`src/rtl/tcp_pkg.sv`:
```
package tcp_pkg;
  // register map of the generator
  localparam int unsigned WORDS_PER_REG = 2;
  localparam logic [31:0] CMD_LOAD  = 32'h0000_0001;
  localparam logic [31:0] CMD_START = 32'h0000_0002;

  typedef enum logic [1:0] {
    ADR_PAT_A = 2'd0,
    ADR_PAT_B = 2'd1,
    ADR_CTRL  = 2'd2
  } tcp_adr_e;
endpackage

```
`src/rtl/tcp_stage.sv`:
```
module tcp_stage #(
  parameter int unsigned DATA_W    = 32,
  parameter int unsigned ADDR_W    = 2,
  parameter int unsigned SYM_W     = 10,
  parameter int unsigned HI_LSB    = 16,
  parameter int unsigned NUM_WORDS = 4
) (
  input  logic                            clk,
  input  logic                            rst,
  input  logic                            wr_en,
  input  logic [ADDR_W-1:0]               wr_addr,
  input  logic [DATA_W-1:0]               wr_data,
  output logic [NUM_WORDS-1:0][SYM_W-1:0] stage_words
);
  localparam int unsigned NUM_REGS = NUM_WORDS / tcp_pkg::WORDS_PER_REG;

  for (genvar g = 0; g < NUM_REGS; g++) begin : g_reg
    always_ff @(posedge clk) begin
      if (rst) begin
        stage_words[2*g]   <= '0;
        stage_words[2*g+1] <= '0;
      end else if (wr_en && (wr_addr == ADDR_W'(g))) begin
        stage_words[2*g]   <= wr_data[SYM_W-1:0];
        stage_words[2*g+1] <= wr_data[HI_LSB +: SYM_W];
      end
    end
  end
endmodule

```
`src/rtl/tcp_ctrl.sv`:
```
module tcp_ctrl #(
  parameter int unsigned DATA_W    = 32,
  parameter int unsigned ADDR_W    = 2,
  parameter int unsigned CTRL_ADDR = 2,
  parameter int unsigned GAP_CYC   = 2000000
) (
  input  logic              clk,
  input  logic              rst,
  input  logic              wr_en,
  input  logic [ADDR_W-1:0] wr_addr,
  input  logic [DATA_W-1:0] wr_data,
  output logic              load_go,
  output logic              start_go
);
  localparam int unsigned GW = $clog2(GAP_CYC + 2);

  logic          ctrl_wr;
  logic          armed_q;
  logic [GW-1:0] gap_q;

  assign ctrl_wr  = wr_en && (wr_addr == ADDR_W'(CTRL_ADDR));
  assign load_go  = ctrl_wr && (wr_data == DATA_W'(tcp_pkg::CMD_LOAD));
  assign start_go = ctrl_wr && (wr_data == DATA_W'(tcp_pkg::CMD_START))
                    && armed_q && (gap_q == '0);

  always_ff @(posedge clk) begin
    if (rst) begin
      armed_q <= 1'b0;
      gap_q   <= '0;
    end else begin
      if (load_go) begin
        armed_q <= 1'b1;
        gap_q   <= GW'(GAP_CYC);
      end else begin
        if (start_go)      armed_q <= 1'b0;
        if (gap_q != '0)   gap_q   <= gap_q - 1'b1;
      end
    end
  end

  // unknown command values leave the arm untouched
  a_r3_ignore_cmd: assert property (@(posedge clk) disable iff (rst)
    (ctrl_wr && !load_go && (wr_data != DATA_W'(tcp_pkg::CMD_START)))
      |=> $stable(armed_q));
  // an accepted start consumes the arm
  a_r6_arm_consumed: assert property (@(posedge clk) disable iff (rst)
    start_go |=> !armed_q);
  // the settle window counts down one per cycle
  a_r6_gap_count: assert property (@(posedge clk) disable iff (rst)
    (!load_go && gap_q != '0) |=> (gap_q == $past(gap_q) - 1'b1));
endmodule

```
`src/rtl/tcp_seq.sv`:
```
module tcp_seq #(
  parameter int unsigned SYM_W     = 10,
  parameter int unsigned NUM_WORDS = 4
) (
  input  logic                            clk,
  input  logic                            rst,
  input  logic                            load_go,
  input  logic                            start_go,
  input  logic                            char_en,
  input  logic [NUM_WORDS-1:0][SYM_W-1:0] stage_words,
  output logic [SYM_W-1:0]                sym_q
);
  localparam int unsigned IDX_W = $clog2(NUM_WORDS);

  logic [SYM_W-1:0] shadow_q [NUM_WORDS];
  logic             run_q;
  logic [IDX_W-1:0] idx_q;

  for (genvar w = 0; w < NUM_WORDS; w++) begin : g_shadow
    always_ff @(posedge clk) begin
      if (rst)          shadow_q[w] <= '0;
      else if (load_go) shadow_q[w] <= stage_words[w];
    end
  end

  always_ff @(posedge clk) begin
    if (rst) begin
      run_q <= 1'b0;
      idx_q <= '0;
      sym_q <= '0;
    end else if (load_go) begin
      run_q <= 1'b0;
      sym_q <= '0;
    end else if (start_go) begin
      run_q <= 1'b1;
      idx_q <= '0;
    end else if (run_q && char_en) begin
      sym_q <= shadow_q[idx_q];
      idx_q <= (idx_q == IDX_W'(NUM_WORDS - 1)) ? '0 : idx_q + 1'b1;
    end
  end

  // a stopped engine drives all zeros
  a_r1_idle_zero: assert property (@(posedge clk) disable iff (rst)
    !run_q |-> (sym_q == '0));
  // load silences output
  a_r5_load_stop: assert property (@(posedge clk) disable iff (rst)
    load_go |=> (!run_q && sym_q == '0));
  // accepted start begins at word 0
  a_r6_restart: assert property (@(posedge clk) disable iff (rst)
    start_go |=> (run_q && idx_q == '0));
  // the word index advances with wrap
  a_r7_step: assert property (@(posedge clk) disable iff (rst)
    (run_q && char_en && !load_go && !start_go) |=>
      (idx_q == (($past(idx_q) == IDX_W'(NUM_WORDS - 1)) ? '0 : $past(idx_q) + 1'b1)));
  // no enable, no change
  a_r8_hold: assert property (@(posedge clk) disable iff (rst)
    (!char_en && !load_go) |=> $stable(sym_q));
endmodule

```
`src/rtl/tmds_clk_patgen.sv`:
```
module tmds_clk_patgen #(
  parameter int unsigned DATA_W    = 32,
  parameter int unsigned ADDR_W    = 2,
  parameter int unsigned SYM_W     = 10,
  parameter int unsigned HI_LSB    = 16,
  parameter int unsigned NUM_WORDS = 4,
  parameter int unsigned GAP_CYC   = 2000000
) (
  input  logic              clk,
  input  logic              rst,
  input  logic              wr_en,
  input  logic [ADDR_W-1:0] wr_addr,
  input  logic [DATA_W-1:0] wr_data,
  input  logic              char_en,
  output logic [SYM_W-1:0]  sym_out
);
  localparam int unsigned CTRL_ADDR = NUM_WORDS / tcp_pkg::WORDS_PER_REG;

  logic [NUM_WORDS-1:0][SYM_W-1:0] stage_words;
  logic                            load_go;
  logic                            start_go;

  tcp_stage #(
    .DATA_W(DATA_W), .ADDR_W(ADDR_W), .SYM_W(SYM_W),
    .HI_LSB(HI_LSB), .NUM_WORDS(NUM_WORDS)
  ) u_stage (
    .clk(clk), .rst(rst), .wr_en(wr_en), .wr_addr(wr_addr),
    .wr_data(wr_data), .stage_words(stage_words)
  );

  tcp_ctrl #(
    .DATA_W(DATA_W), .ADDR_W(ADDR_W), .CTRL_ADDR(CTRL_ADDR), .GAP_CYC(GAP_CYC)
  ) u_ctrl (
    .clk(clk), .rst(rst), .wr_en(wr_en), .wr_addr(wr_addr),
    .wr_data(wr_data), .load_go(load_go), .start_go(start_go)
  );

  tcp_seq #(
    .SYM_W(SYM_W), .NUM_WORDS(NUM_WORDS)
  ) u_seq (
    .clk(clk), .rst(rst), .load_go(load_go), .start_go(start_go),
    .char_en(char_en), .stage_words(stage_words), .sym_q(sym_out)
  );

  // a staging write alone never disturbs the lane while stopped
  a_r4_stage_isolated: assert property (@(posedge clk) disable iff (rst)
    (wr_en && wr_addr != ADDR_W'(CTRL_ADDR) && !char_en) |=> $stable(sym_out));
endmodule

```
`config.mk`:
```
export PLATFORM = sky130hd
export DESIGN_NAME = tmds_clk_patgen
export DESIGN_NICKNAME = d
export VERILOG_FILES = /design/src/rtl/tcp_pkg.sv /design/src/rtl/tcp_stage.sv /design/src/rtl/tcp_ctrl.sv /design/src/rtl/tcp_seq.sv /design/src/rtl/tmds_clk_patgen.sv
export SDC_FILE = /design/constraint.sdc
export NUM_CORES = 1
export LEC_CHECK = 0
export ABC_CLOCK_PERIOD_IN_PS = 2800
export CAP_MARGIN = 20
export CORE_ASPECT_RATIO = 1.5
export CORE_UTILIZATION = 45
export CTS_BUF_LIST = sky130_fd_sc_hd__clkbuf_16
export DETAILED_ROUTE_END_ITERATION = 8
export HOLD_SLACK_MARGIN = 0.15
export PLACE_DENSITY_LB_ADDON = 0.15
export SETUP_SLACK_MARGIN = 0.1
export SLEW_MARGIN = 0
export SYNTH_ARGS = -nofsm -noshare
export SYNTH_HDL_FRONTEND = slang
export SYNTH_SLANG_ARGS = --single-unit
```
`constraint.sdc`:
```
create_clock -name clk -period 2.8 [get_ports clk]
set_clock_uncertainty 0.1 [all_clocks]
set_input_delay 0.7 -clock clk [delete_from_list [all_inputs] [get_ports clk]]
set_output_delay 0.7 -clock clk [all_outputs]
set_load 0.01 [all_outputs]
```
=== Yosys cells after proc, flatten, opt, wreduce, memory -nomap -nowiden ===
Memories as Yosys holds them, arrays and structs flattened. A register that Yosys moved wholly into a read port is not among the register bits.
Index checks and enable logic that the tools add are counted.

* Register bits: 65
* Bits in latches: 0
* RAM bits: 40
* Memory bits (read-only): 0
* Input bits: 38
* Memories: 1

{| class="wikitable"
|+ Memory list
! memory !! words !! width !! rd ports !! clocked after Yosys merged registers in !! wr ports !! line !! RTL
|-
| u_seq.shadow_q || 4 || 10 || 1 || 1 || 4 || tcp_seq.sv:15 || <nowiki>logic [SYM_W-1:0] shadow_q [NUM_WORDS];</nowiki>
|}

* Add/sub/neg operators: 2
* $mul: 0
* Divide/modulo/power cells: 0
* Order comparisons: 0
* Eq/ne operators: 5
* Shift-type cells: 0
* Multiplexer cells: 16
* Bitwise gates (word level): 6
* Reduce and logical (&&, ||, !) cells: 17

{| class="wikitable"
|+ Operator list
! cell !! count
|-
| $mux 21 || 2
|-
| $mux 10 || 4
|-
| $eq 32x1->1 const B || 1
|-
| $eq 32x2->1 const B || 1
|-
| $logic_not 21->1 || 1
|-
| $reduce_bool 21->1 || 1
|-
| $sub 21x1->21 const B || 1
|-
| $logic_and 1x1->1 || 8
|-
| $mux 1 || 7
|-
| $mux 2 || 3
|-
| $reduce_bool 2->1 || 3
|-
| $eq 2x2->1 const B || 2
|-
| $or 1x1->1 || 4
|-
| $reduce_and 2->1 || 2
|-
| $add 2x1->2 const B || 1
|-
| $eq 2x1->1 const B || 1
|-
| $logic_not 2->1 || 1
|-
| $not 1->1 || 2
|-
| $reduce_or 2->1 || 1
|}

=== Depth between registers and ports, before layout ===
* Word-level depth: 7
* Mapped depth: 8
* Mapped depth without buffers: 7

=== Modules after synthesis ===
Synthesis repeated with hierarchy kept, for this count alone.

* Cell total of the unflattened synthesis: 438
* Area, all modules: 5,078.6 sq um

{| class="wikitable"
|+ By module, submodules not included
! module !! times used !! cells each !! area an instance (sq um) !! sequential area each (sq um)
|-
| tcp_seq || 1 || 137 || 2,180.8 || 1,461.4
|-
| tcp_stage || 1 || 156 || 1,689.1 || 800.8
|-
| tcp_ctrl || 1 || 145 || 1,208.7 || 440.4
|}

=== Worst setup path before layout ===
No wires, ideal clock.

* Kind: input -> register
* From: input port wr_data[25]
* To: memory u_seq.shadow_q[0][0] (enable)
* Arrival: 2.397 ns
* Path slack: -0.079 ns
* Cell stages on the path: 5
* Buffers on the path: 1
* Cells stage by stage: or4_4 nor3_4 a41oi_1 inv_1 buf_2

{| class="wikitable"
|+ RTL lines
! item !! line !! RTL
|-
| start: declaration || tmds_clk_patgen.sv:13 || <nowiki>input logic [DATA_W-1:0] wr_data,</nowiki>
|-
| end: declaration || tcp_seq.sv:15 ||
|}

==> metrics <==
post-route setup TNS 0 ns; Die ar. 11,500 sq um; commonest register cell after synthesis sky130_fd_sc_hd__dfxtp_1; number of primary I/O pins 48; number of buffers on the longest clock path 2; net switching power 0.00169 W; Final #Nets 586; Initial Util 0.468; unrepaired setup endpoints after global routing no; crit start category input pin; number of optimization iterations in the first detailed-route pass 4; Rel. slew slack 0.620; internal power summed over all cells 0.00391 W; Hold Crit Class reg2reg; vias in the first global route 3,482; largest net degree at the start of global routing 41; Max Cap Viol 0; maximum VDD drop 0.000432 V; Post-Syn Area per Cell 10.5 sq um; FILL cells 906; number of hold buffers added after CTS 0; warning count from the yosys run 0; Post-Route WL 9750 um; leading cell type in the layout, fill and taps excluded sky130_fd_sc_hd__nand2_1; share of synthesized area occupied by flip-flops and latches 0.543; DR vias/cell 5.08; x dimension of the die 87.9 um; post-detailed-route wirelength per cell 13.9 um; TritonCTS buffer count 17; Worst Path Class, Setup in2reg; Detail Placement HPWL 6860 um; worst setup slack after layout 0.244 ns; Synth top area share 0.302; most used cells in the layout excluding fill and tap cells sky130_fd_sc_hd__nand2_1 (107), sky130_fd_sc_hd__dfxtp_1 (75), sky130_fd_sc_hd__a21oi_1 (49), sky130_fd_sc_hd__clkdlybuf4s50_1 (46), sky130_fd_sc_hd__and2_1 (41); sequential fraction of design power 0.374; final hold violation count 0; core box area 10,600 sq um; Clk network pwr share 0.375; instance count of the mapped netlist 473; number of I/O port buffers 47; largest area contributor in the netlist sky130_fd_sc_hd__dfxtp_1; EDFF count, synth 40; number of nets produced by synthesis 514; diode insertion count for antenna repair 0; period utilization 0.913; post-CTS setup buffer count 0; Power Dens Cells 881 nW/um^2; total overflow reported by the global router 0; required time of the critical path 2.97 ns; Final Instance Area 6350 sq um; cell chosen for the clock root sky130_fd_sc_hd__clkbuf_16; actual transition at the worst max-transition pin 0.570 ns; Lkg Pwr 2.37 nW; total number of vias 3,565; net switching fraction of the power 0.301; maximum level of the CTS H-tree 4; clock slew seen by the registers of the worst setup and hold paths 0.05 ns; Antenna Violating Nets Remaining 0; timing-limited maximum frequency 391 MHz; synthesis-to-layout area growth 27.6%; worst-skew pair later-pin latency 0.41 ns; initial antenna violation count 0; run status finished, final reports clean; vertical die dimension 131 um; Arr. time, crit path 2.72 ns; portion of total power attributed to combinational logic 0.251; cell count after placement 670; Placement Rows 46; count of unique library cells instantiated by Yosys 48; clk sink count 115; Crit Path Max Fanout 40; placed cell area 5770 sq um; gpl congestion 0.709; synthesized cell area 4980 sq um; Async S/R FF share, synth 0; post-CTS sizing 0; GR Util All Layers 0.188; setup violation total in the final timing report 0; global-route wire length before repair 16,200 um; shortest clock period the worst path allows after layout 2.56 ns; Post-Layout Cell Count 702; pre-CTS WS -0.155 ns; drc violations 0; flip-flop and latch count after synthesis 115; starting DRC count in detailed routing 113; fraction of final layout cells sized beyond drive strength 1 0.168; nature of the critical path endpoint flop; clock tree from TritonCTS done; Synth area leaders sky130_fd_sc_hd__dfxtp_1 (30%), sky130_fd_sc_hd__edfxtp_1 (24%), sky130_fd_sc_hd__nand2_1 (8.1%); number of slew-limit violations in the final report 0
==> sequential cells by signal, summed over array words and instances (netlist names) <==
signal and flops:
u_seq.idx_q 2, u_seq.run_q 1, u_ctrl.armed_q 1, u_seq.sym_q 10
u_stage.stage_words 40, u_ctrl.gap_q 21, u_seq.shadow_q 40
==> synth_stat cells, types with 2 or more instances <==
master,instances
sky130_fd_sc_hd__nor4b_1,2
sky130_fd_sc_hd__nor4_1,8
sky130_fd_sc_hd__ha_1,3
sky130_fd_sc_hd__mux2i_1,11
sky130_fd_sc_hd__o211ai_1,6
sky130_fd_sc_hd__buf_6,4
sky130_fd_sc_hd__nand3b_1,2
sky130_fd_sc_hd__or4_4,3
sky130_fd_sc_hd__mux4_2,10
sky130_fd_sc_hd__nor3_1,9
sky130_fd_sc_hd__xor2_1,5
sky130_fd_sc_hd__nor4_4,3
sky130_fd_sc_hd__o21a_1,2
sky130_fd_sc_hd__dfxtp_1,75
sky130_fd_sc_hd__nor2_1,19
sky130_fd_sc_hd__nor4_2,2
sky130_fd_sc_hd__inv_1,6
sky130_fd_sc_hd__clkbuf_1,14
sky130_fd_sc_hd__edfxtp_1,40
sky130_fd_sc_hd__nand3_4,2
sky130_fd_sc_hd__and2_1,41
sky130_fd_sc_hd__nand3_1,6
sky130_fd_sc_hd__buf_1,5
sky130_fd_sc_hd__o2111ai_1,2
sky130_fd_sc_hd__xnor2_1,12
sky130_fd_sc_hd__o221ai_1,2
sky130_fd_sc_hd__nor3b_1,3
sky130_fd_sc_hd__nand2_1,107
sky130_fd_sc_hd__and3_1,2
sky130_fd_sc_hd__a21oi_1,49
==> critical path, stage by stage <==
cell and delay, ns:
sky130_fd_sc_hd__clkdlybuf4s50_1 0.47, sky130_fd_sc_hd__or4_4 0.57, sky130_fd_sc_hd__nor3_4 0.22, sky130_fd_sc_hd__nand3_4 0.11
sky130_fd_sc_hd__nor4b_4 0.29, sky130_fd_sc_hd__buf_12 0.21, sky130_fd_sc_hd__and2_1 0.15
==> final timing paths <==
| check | startpoint | end | slack, ns | cells after the start |
|---|---|---|---|---|
| worst min register to register | u_stage.stage_words[2]$_SDFFE_PP0P_ | u_stage.stage_words[2]$_SDFFE_PP0P_ | 0.35 | 2 |
| worst min-delay path | u_stage.stage_words[2]$_SDFFE_PP0P_ | u_stage.stage_words[2]$_SDFFE_PP0P_ | 0.35 | 2 |
| worst max register to register | u_ctrl.gap_q[0]$_SDFFE_PP0P_ | u_seq.sym_q[5]$_SDFFE_PP0P_ | 0.43 | 8 |
| worst max-delay path | wr_data[25] | u_seq.shadow_q[0][6]$_SDFFCE_PN0P_ | 0.24 | 7 |
==> final cells by class <==
class / count / area, sq um / area share
inverter: 6 / 22.5 / 0.00354
sequential: 115 / 2700 / 0.425
multi-input combinational: 327 / 2120 / 0.334
timing repair buffer: 78 / 736 / 0.116
clock buffer: 18 / 450 / 0.0709
clock inverter: 14 / 139 / 0.0219
tap: 144 / 180 / 0.0284
==> per-stage QoR <==
stage / hold WS, ns / utilization / total power (W)
3_3_place_gp: 0.339 / 0.541 / 0.00349
2_1_floorplan: 0.332 / - / 0.00318
4_1_cts: 0.352 / 0.597 / 0.00564
5_1_grt: 0.368 / 0.597 / 0.00589
3_5_place_dp: 0.344 / 0.541 / 0.00352
6_report: 0.349 / 0.597 / 0.00560
==> routing by layer <==
metal	vias up	share of wire	GRT usage
met4	0	0.015	0.0771
met3	13	0.032	0.0484
met1	1689	0.42	0.217
met5	-	0	0
li1	1795	-	-
met2	68	0.53	0.329
==> power groups by stage <==
stage               logic (W)  registers (W)  clock network, W
finish                0.00141        0.00209           0.00210
detailed placement    0.00140        0.00212                 0
global placement      0.00138        0.00211                 0
floorplan             0.00110        0.00209                 0
global route          0.00157        0.00211           0.00222
CTS                   0.00142        0.00209           0.00213
==> cells by family (layout without fill, tap and decap cells) <==
| logic type | after synthesis | in the layout | synth area share |
|---|---|---|---|
| AND/OR/NAND/NOR | 220 | 220 | 0.241 |
| flip-flops | 115 | 115 | 0.543 |
| AO/OA/AOI/OAI | 66 | 66 | 0.0787 |
| buffers and inverters | 31 | 116 | 0.0329 |
| multiplexers | 21 | 21 | 0.0674 |
| XOR/XNOR | 17 | 17 | 0.0299 |
| adder cells (fa/ha/maj) | 3 | 3 | 0.00754 |
(Power assumes the default switching activity.)
